File: src/rtl/ldx_pkg.sv
package ldx_pkg;
    localparam int WORD_W   = 64;
    localparam int WORD_B   = WORD_W / 8;
    localparam int OFF_W    = $clog2(WORD_B);
    localparam int N_SIZES  = 4;

    typedef enum logic [1:0] {
        SZ_BYTE = 2'd0,
        SZ_HALF = 2'd1,
        SZ_WORD = 2'd2,
        SZ_DBL  = 2'd3
    } acc_size_e;

    function automatic logic [OFF_W:0] size_bytes(input acc_size_e sz);
        return (OFF_W+1)'(1) << sz;
    endfunction
endpackage

File: src/rtl/ldx_window.sv
module ldx_window
    import ldx_pkg::*;
(
    input  logic [WORD_W-1:0] lo,
    input  logic [WORD_W-1:0] hi,
    input  logic [OFF_W-1:0]  off,
    output logic [WORD_W-1:0] raw
);
    localparam int WIN_W = 2 * WORD_W;

    logic [WIN_W-1:0] window;
    assign window = {hi, lo};

    for (genvar j = 0; j < WORD_B; j++) begin : g_lane
        logic [OFF_W:0] idx;
        always_comb begin
            idx = {1'b0, off} + (OFF_W+1)'(j);
            raw[8*j +: 8] = window[8*idx +: 8];
        end
    end
endmodule

File: src/rtl/ldx_extend.sv
module ldx_extend
    import ldx_pkg::*;
(
    input  logic [WORD_W-1:0] raw,
    input  acc_size_e         size,
    input  logic              zero_ext,
    output logic [WORD_W-1:0] ext
);
    logic [WORD_W-1:0] cand [N_SIZES];

    for (genvar s = 0; s < N_SIZES; s++) begin : g_size
        localparam int VW = 8 << s;
        if (VW >= WORD_W) begin : g_full
            assign cand[s] = raw;
        end else begin : g_part
            logic fill;
            assign fill    = zero_ext ? 1'b0 : raw[VW-1];
            assign cand[s] = {{(WORD_W-VW){fill}}, raw[VW-1:0]};
        end
    end

    assign ext = cand[size];
endmodule

File: src/rtl/ldx_legal.sv
module ldx_legal
    import ldx_pkg::*;
#(
    parameter int XLEN = 64
) (
    input  acc_size_e        size,
    input  logic             zero_ext,
    input  logic [OFF_W-1:0] off,
    output logic             illegal,
    output logic             crosses
);
    localparam bit NARROW = (XLEN < WORD_W);

    logic [OFF_W:0] end_pos;

    always_comb begin
        end_pos = {1'b0, off} + size_bytes(size);
        crosses = end_pos > (OFF_W+1)'(WORD_B);
        illegal = (size == SZ_DBL) && zero_ext;
        if (NARROW) begin
            illegal = illegal || (size == SZ_DBL) || ((size == SZ_WORD) && zero_ext);
        end
    end
endmodule

File: src/rtl/ldx_load_align.sv
module ldx_load_align
    import ldx_pkg::*;
#(
    parameter int XLEN = 64
) (
    input  logic [63:0]      word_lo,
    input  logic [63:0]      word_hi,
    input  logic [2:0]       byte_off,
    input  logic [1:0]       acc_size,
    input  logic             zero_ext,
    output logic [XLEN-1:0]  rdata,
    output logic             illegal,
    output logic             crosses
);
    typedef struct packed {
        logic [XLEN-1:0] data;
        logic            illegal;
        logic            crosses;
    } ld_out_t;

    acc_size_e         size;
    logic [WORD_W-1:0] raw;
    logic [WORD_W-1:0] ext;
    logic              ill_w;
    logic              crs_w;
    ld_out_t           out_d;

    assign size = acc_size_e'(acc_size);

    ldx_window u_window (
        .lo  (word_lo),
        .hi  (word_hi),
        .off (byte_off),
        .raw (raw)
    );

    ldx_extend u_extend (
        .raw      (raw),
        .size     (size),
        .zero_ext (zero_ext),
        .ext      (ext)
    );

    ldx_legal #(.XLEN(XLEN)) u_legal (
        .size     (size),
        .zero_ext (zero_ext),
        .off      (byte_off),
        .illegal  (ill_w),
        .crosses  (crs_w)
    );

    always_comb begin
        out_d         = '0;
        out_d.illegal = ill_w;
        out_d.crosses = crs_w;
        out_d.data    = ill_w ? '0 : ext[XLEN-1:0];
    end

    assign rdata   = out_d.data;
    assign illegal = out_d.illegal;
    assign crosses = out_d.crosses;
endmodule

File: config.mk
export PLATFORM = sky130hd
export DESIGN_NAME = ldx_load_align
export DESIGN_NICKNAME = d
export VERILOG_FILES = /design/src/rtl/ldx_pkg.sv /design/src/rtl/ldx_window.sv /design/src/rtl/ldx_extend.sv /design/src/rtl/ldx_legal.sv /design/src/rtl/ldx_load_align.sv
export SDC_FILE = /design/constraint.sdc
export NUM_CORES = 1
export LEC_CHECK = 0
export CORE_UTILIZATION = 37
export DETAILED_ROUTE_END_ITERATION = 7
export GPL_ROUTABILITY_DRIVEN = 0
export PLACE_DENSITY = 0.8
export SLEW_MARGIN = 20
export SYNTH_ARGS = -nofsm -noshare
export SYNTH_HDL_FRONTEND = slang
export SYNTH_SLANG_ARGS = --single-unit
File: constraint.sdc
create_clock -name vclk -period 2.4
set_input_delay 0.36 -clock vclk [all_inputs]
set_output_delay 0.36 -clock vclk [all_outputs]
set_load 0.03 [all_outputs]
; ---- Word level (Yosys, flattened, before mapping)
; Index checks and enable logic that the tools add are counted.
[op_classes]
addsub = 8
magnitude_cmp = 2
eq_ne = 1
shifts = 9
muxes = 7
bitwise_logic = 1
reduce_logical = 1
[ops]
columns = cell, n
row1 = 128-bit by 8-bit indexed part select with 8-bit output, 7
row2 = 64-bit 2-to-1 mux, 3
row3 = 64-bit binary-select mux with 2-bit select, 1
row4 = 128-bit by 7-bit indexed part select with 8-bit output, 1
row5 = "3-bit by 3-bit adder with 4-bit output, second input constant", 4
row6 = "3-bit by 2-bit adder with 4-bit output, second input constant", 2
row7 = "3-bit by 1-bit adder with 4-bit output, second input constant", 1
row8 = 3-bit by 4-bit adder with 4-bit output, 1
row9 = "4-bit greater-than comparator, second input constant", 1
row10 = "1-bit by 2-bit left shift with 4-bit output, first input constant", 1
row11 = "3-bit greater-or-equal comparator, second input constant", 1
row12 = 1-bit 2-to-1 mux, 3
row13 = 2-bit NOT with 3-bit output, 1
row14 = "2-bit equality test, second input constant", 1
row15 = 1-bit logical AND, 1
[word_totals]
register_bits = 0
input_bits = 134
out_inout_bits = 66

; ---- Depth between registers and ports, before layout
; Gate-level depths: netlist (run 1).
[depth]
word_depth = 7
depth_mapped = 8
ltp_nobuf = 7

; ---- Hierarchy
; From an unflattened synthesis (run 1), not the netlist that was laid out.
[hier_totals]
hier_cells = 554
hier_area_um2 = 4628.2
[by_module_without_submodules]
columns = module, n_inst, cells_each, area_per_inst_um2, seq_area_each_um2
row1 = ldx_window, 1, 316, 2884.0, 0.0
row2 = ldx_extend, 1, 150, 942.2, 0.0
row3 = ldx_load_align, 1, 71, 636.9, 0.0
row4 = ldx_legal, 1, 17, 165.2, 0.0

; ---- Worst setup path after synthesis (run 1)
; No wires, ideal clock.
[synth_timing]
kind = input to output
startpoint = input byte_off[0]
endpoint = output rdata[32]
t_arrival_ps = 2217
slack_ps = -177
stages = 6
path_cell_list = buf_4 mux2i_1 a22o_1 or3_1 a2111o_1 a21oi_1
[synth_between]
elab_chain_cells = 7
[synth_rtl]
columns = element, line_no
row1 = from (decl), ldx_load_align.sv:8  ; input logic [2:0] byte_off,
row2 = 3-bit by 2-bit adder with 4-bit output / 3-bit by 1-bit adder with 4-bit output (equally long branches), ldx_window.sv:17  ; idx = {1'b0, off} + (OFF_W+1)'(j);
row3 = 128-bit by 8-bit indexed part select with 8-bit output, ldx_window.sv:18  ; raw[8*j +: 8] = window[8*idx +: 8];
row4 = 1-bit 2-to-1 mux, ldx_extend.sv:17  ; assign fill = zero_ext ? 1'b0 : raw[VW-1];
row5 = 64-bit binary-select mux with 2-bit select (*), ldx_extend.sv:22  ; assign ext = cand[size];
row6 = 64-bit 2-to-1 mux (implied by the code) (*) (2 in series), ldx_extend.sv:22
row7 = 64-bit 2-to-1 mux (*), ldx_load_align.sv:56  ; out_d.data = ill_w ? '0 : ext[XLEN-1:0];
row8 = to (decl), ldx_load_align.sv:11  ; output logic [XLEN-1:0] rdata,
; Mark *: on every way between the ends. The rest lies on a longest branch, timed or not. The select of a mux whose other input is x is not followed.

; ---- Worst setup path in the final report (run 1)
[layout_timing]
startpoint = input byte_off[0]
endpoint = output rdata[39]
; The elaborated chain is that of the path after synthesis.

==> run metrics, run 1 <==
Die H 101 µm; design area 7570 µm²; GR Util All Layers 31.4%; Seq pwr share 0%; CP arrival 2.54 ns; port bufs 192; CP required 2.04 ns; Multi-input gate area 3970 µm²; crit path setup slack, layout -0.502 ns; core area 9370 µm²; max-cap violation count 0; drt drc 0; unrepaired setup endpoints after global routing yes; max_slew headroom 37.8%; cell count after synthesis 304; Die Wd 101 µm; most frequent cells in the layout clkdlybuf4s50_1 (111), buf_4 (105), mux4_2 (89), mux2i_1 (63), buf_6 (57); WS Path Type in -> out; Startpoint Class input pin; WHS 1.39 ns; largest area contributor in the netlist mux4_2; Switch Pwr 1.09 mW; Vias/cell 6.53; Mapped Area 3620 µm²; vias in the first global route 4357; overall power 2.29 mW; setup TNS -22.07 ns; Routed WL 19.0 mm; Post-DRT Antenna Nets 0; failing checks setup timing; dominant cells by area after synthesis mux4_2 (55%), mux2i_1 (19%), a21oi_2 (7.2%); Seq Cell Count 0; clkbuf count 0; Worst Setup SP byte_off[0]; DP HPWL 11.9 mm; first-pass GRT wire length 24.5 mm; fin nets 726; commonest non-fill, non-tap cell in the layout clkdlybuf4s50_1; Fillers 504; Cell variety after synth 35; initial detailed-routing violation count 365; Initial Util 38.7%; register area 0 µm²; Comb pwr share 100.0%; Detailed Routing Iterations Pass 1 5; die area 10200 µm²; CP Max Fanout 8; post-synth top area share 55.3%; status finished with violations; Hold Fails Final Rpt 0; max frequency 345 MHz; CP endpoint rdata[39]; Power Dens Cells 302 nW/µm²; syn_nets 442; P&R area growth vs syn 109%; Net Sw Frac 47.9%; largest net degree at the start of global routing 42; Avg WL per Cell 26.5 µm; Non-Filler Instances 716; via count 4673; minimum clock period 2.90 ns; Slew Limit Fails 0; Setup Slack @ Placement -0.730 ns; measured slew at the worst slew-check pin 0.933 ns; row cnt 35; global-route congestion overflow total 0; sequential area share after synthesis 0%; Util after Layout 80.8%; Synth Area per Inst 11.9 µm²; initial antenna violation count 0; P_leak 3.04 nW; area of placed instances 6600 µm²; Setup crit end kind primary output; Tcrit/Tclk final 121%; YS warnings 0; share of cells above drive strength 1 62.5%; maximum vdd drop 0.000175 V; Clock power frac 0%; I/O pin cnt 200; Int Power 1.19 mW; worst hold path type in -> out; Setup-failing EPs final 63; dpl cells 673
worst max-delay path: stages:
cell and delay (ns):
buf_8 0.10, buf_12 0.13, mux2i_4 0.19, a22o_1 0.24, or3_4 0.40, a2111o_2 0.50
buf_12 0.18, buf_8 0.13, a21oi_4 0.15, buf_6 0.15
synth_stat cells (all sizes together):
cell and instances:
mux4 89, mux2i 69, a21oi 58, buf 28, clkbuf 14, nor2 11
nor2b 4, and2 3, ha 3, nand2 3, xor2 2, a2111o 1
a2111oi 1, a211oi 1, a21o 1, a22o 1, a41oi 1, and3 1
and3b 1, fa 1, inv 1, mux2 1, nand2b 1, nand3b 1
nand4 1, nor3 1, o21ai 1, o41ai 1, or2 1, or3 1
or3b 1
layout make-up:
cell class	instances	share of cell area, %
diodes	1	0.0330
inverters	1	0.0496
well taps	129	2.13
repair buffers	324	45.4
multi-input cells	261	52.4
what timing repair did:
action                                  in CTS  in global routing
pin swaps                                   11                 13
endpoints found under the setup margin      59                 61
resized for setup                          191                 60
gates cloned                                 5                  0
setup buffers                               20                 19
hold buffers                                 0                  0
worst min-delay path by stage:
stage                 from         to  slack [ns]  cells past startpoint
2_1_floorplan     zero_ext  rdata[32]        1.08                      2
4_1_cts        acc_size[1]  rdata[22]        1.37                      4
6_report       acc_size[0]  rdata[12]        1.39                      5
3_3_place_gp   byte_off[1]   rdata[7]        1.38                      6
3_5_place_dp   byte_off[1]   rdata[7]        1.39                      6
5_1_grt        acc_size[0]  rdata[12]        1.40                      5
cells by family (layout without fill, tap and decap cells):
| logic type | Yosys count | after routing | share of synthesized area [%] |
|---|---|---|---|
| AO/OA/AOI/OAI | 66 | 66 | 12.9 |
| XOR/XNOR | 2 | 2 | 0.483 |
| adder cells (fa/ha/maj) | 4 | 4 | 1.59 |
| buffers and inverters | 43 | 325 | 5.97 |
| multiplexers | 159 | 159 | 74.7 |
| other | 0 | 1 | 0 |
| AND/OR/NAND/NOR | 30 | 30 | 4.35 |
layer usage:
| layer | wire (µm) | track usage (%) | part of all wire [%] | vias up |
|---|---|---|---|---|
| met1 | 7010 | 42.7 | 37 | 2367 |
| met4 | 882 | 8.47 | 4.6 | 0 |
| met5 | 0 | 0 | 0 | - |
| met2 | 9330 | 52.9 | 49 | 347 |
| met3 | 1750 | 3.68 | 9.2 | 77 |
| li1 | - | - | - | 1882 |
power by group through the flow:
stage                     logic (mW)  clock network [mW]  registers, mW
after floorplan                 1.05                   0              0
after global placement          1.87                   0              0
after detailed placement        1.91                   0              0
after CTS                       2.10                   0              0
after global routing            2.36                   0              0
final                           2.29        0.0000000562              0
Power figures use the tool's default switching activity.
==> run 2: changes to the inputs <==
CORE_MARGIN = 4   (was unset)
CORE_UTILIZATION = 44   (was 37)
PLACE_DENSITY = 0.9   (was 0.8)
clock period = 3.4 ns   (was 2.4 ns; I/O delays follow)
==> run metrics, run 2 (synthesized netlist as in run 1, its figures left out) <==
port bufs 192 (unchanged); initial antenna violation count 0 (unchanged); row cnt 32 (was 35); register area 0 µm² (unchanged); Net Sw Frac 50.8% (was 47.9%); die area 9750 µm² (was 10200 µm²); max-cap violation count 0 (unchanged); first-pass GRT wire length 20.7 mm (was 24.5 mm); P&R area growth vs syn 54.6% (was 109%); Slew Limit Fails 0 (unchanged); CP Max Fanout 27 (was 8); max frequency 305 MHz; Clock power frac 0% (about the same); Non-Filler Instances 576 (was 716); Setup-failing EPs final 0 (was 63); measured slew at the worst slew-check pin 0.801 ns (was 0.933 ns); largest net degree at the start of global routing 51 (was 42); global-route congestion overflow total 0 (unchanged); initial detailed-routing violation count 271 (was 365); P_leak 2.19 nW (was 3.04 nW); WS Path Type in -> out (unchanged); setup TNS 0 ns (was -22.07 ns); Post-DRT Antenna Nets 0 (unchanged); Int Power 557 µW (was 1.19 mW); Fillers 574 (was 504); Routed WL 13.1 mm (was 19.0 mm); Avg WL per Cell 22.7 µm (was 26.5 µm); vias in the first global route 3809 (was 4357); overall power 1.13 mW (was 2.29 mW); GR Util All Layers 25.9% (was 31.4%); I/O pin cnt 200 (unchanged); unrepaired setup endpoints after global routing no (was yes); CP arrival 2.76 ns (was 2.54 ns); Startpoint Class input pin (unchanged); max_slew headroom 45.3% (was 37.8%); Diodes inserted 0 (was 1); WHS 1.65 ns (was 1.39 ns); share of cells above drive strength 1 41.8% (was 62.5%); via count 3733 (was 4673); Util after Layout 71.1% (was 80.8%); Power Dens Cells 202 nW/µm² (was 302 nW/µm²); Vias/cell 6.48 (was 6.53); dpl cells 575 (was 673); Setup crit end kind primary output (unchanged); CP required 2.89 ns (was 2.04 ns); clkbuf count 0 (unchanged); DP HPWL 10.6 mm (was 11.9 mm); minimum clock period 3.27 ns; Switch Pwr 575 µW (was 1.09 mW); status complete, no violations (was finished with violations); Tcrit/Tclk final 96.3%; most frequent cells in the layout clkdlybuf4s50_1 (131), mux4_2 (89), mux2i_1 (69), buf_4 (63), a21oi_2 (30) (was clkdlybuf4s50_1 (111), buf_4 (105), mux4_2 (89), mux2i_1 (63), buf_6 (57)); Comb pwr share 100.0% (about the same); drt drc 0 (unchanged); fin nets 614 (was 726); Detailed Routing Iterations Pass 1 4 (was 5); Seq pwr share 0% (about the same); core area 7890 µm² (was 9370 µm²); worst hold path type in -> out (unchanged); Hold Fails Final Rpt 0 (unchanged); Initial Util 46.0% (was 38.7%); Die Wd 98.8 µm (was 101 µm); Seq Cell Count 0 (unchanged); Die H 98.8 µm (was 101 µm); maximum vdd drop 0.000113 V (was 0.000175 V); commonest non-fill, non-tap cell in the layout clkdlybuf4s50_1 (unchanged)
run 2: cell types whose count changed in the layout (fill, tap and decap cells not counted), moves of 4 or more:
| cell | delta |
|---|---|
| buf_6 | -57 |
| a21oi_4 | -43 |
| buf_4 | -42 |
| a21oi_2 | +22 |
| a21oi_1 | +21 |
| clkdlybuf4s50_1 | +20 |
| buf_12 | -16 |
| buf_8 | -6 |
| mux2i_1 | +6 |
| buf_16 | -4 |
run 2: routing by layer:
metal	wire length, µm	track usage, %
met1	5390	35.9
met2	6270	43.4
met3	1060	3.54
met4	374	5.57
met5	0	0
run 2: final timing paths:
kind,cells past startpoint,slack (ns),to,startpoint
max,8,0.13,rdata[35],word_lo[55]
min,4,1.65,rdata[47],byte_off[2]
run 2: metrics by stage:
step / cell area (µm²) / setup slack [ns]
floorplan: 3620 / 0.523
global placement: 5600 / 0.0127
detailed placement: 5600 / -0.0486
CTS: 5590 / 0.0401
global route: 5600 / 0.0166
finish: 5600 / 0.125
run 2: area by class of cell:
| class | instances | area, µm² | area share [%] |
|---|---|---|---|
| multi-input combinational | 261 | 3420 | 61.0 |
| timing repair buffer | 212 | 2050 | 36.7 |
| tap | 102 | 128 | 2.28 |
| inverter | 1 | 3.75 | 0.0670 |
run 2: what timing repair did:
item	in CTS	in global routing
setup buffers	0	1
resized for setup	8	1
endpoints found under the setup margin	8	19
pin swaps	0	1
hold buffers	0	0
run 2: power groups by stage:
stage | registers (mW) | logic [mW] | clock network, mW
CTS | 0 | 1.13 | 0
floorplan | 0 | 0.670 | 0
finish | 0 | 1.13 | 0
detailed placement | 0 | 1.14 | 0
global route | 0 | 1.19 | 0
global placement | 0 | 1.11 | 0
run 2: worst max-delay path, stage by stage:
cell,delay [ns]
clkdlybuf4s50_1,0.49
mux2i_1,0.12
a22o_1,0.27
or3_1,0.34
a2111o_2,0.50
buf_12,0.20
a21oi_2,0.18
buf_12,0.14
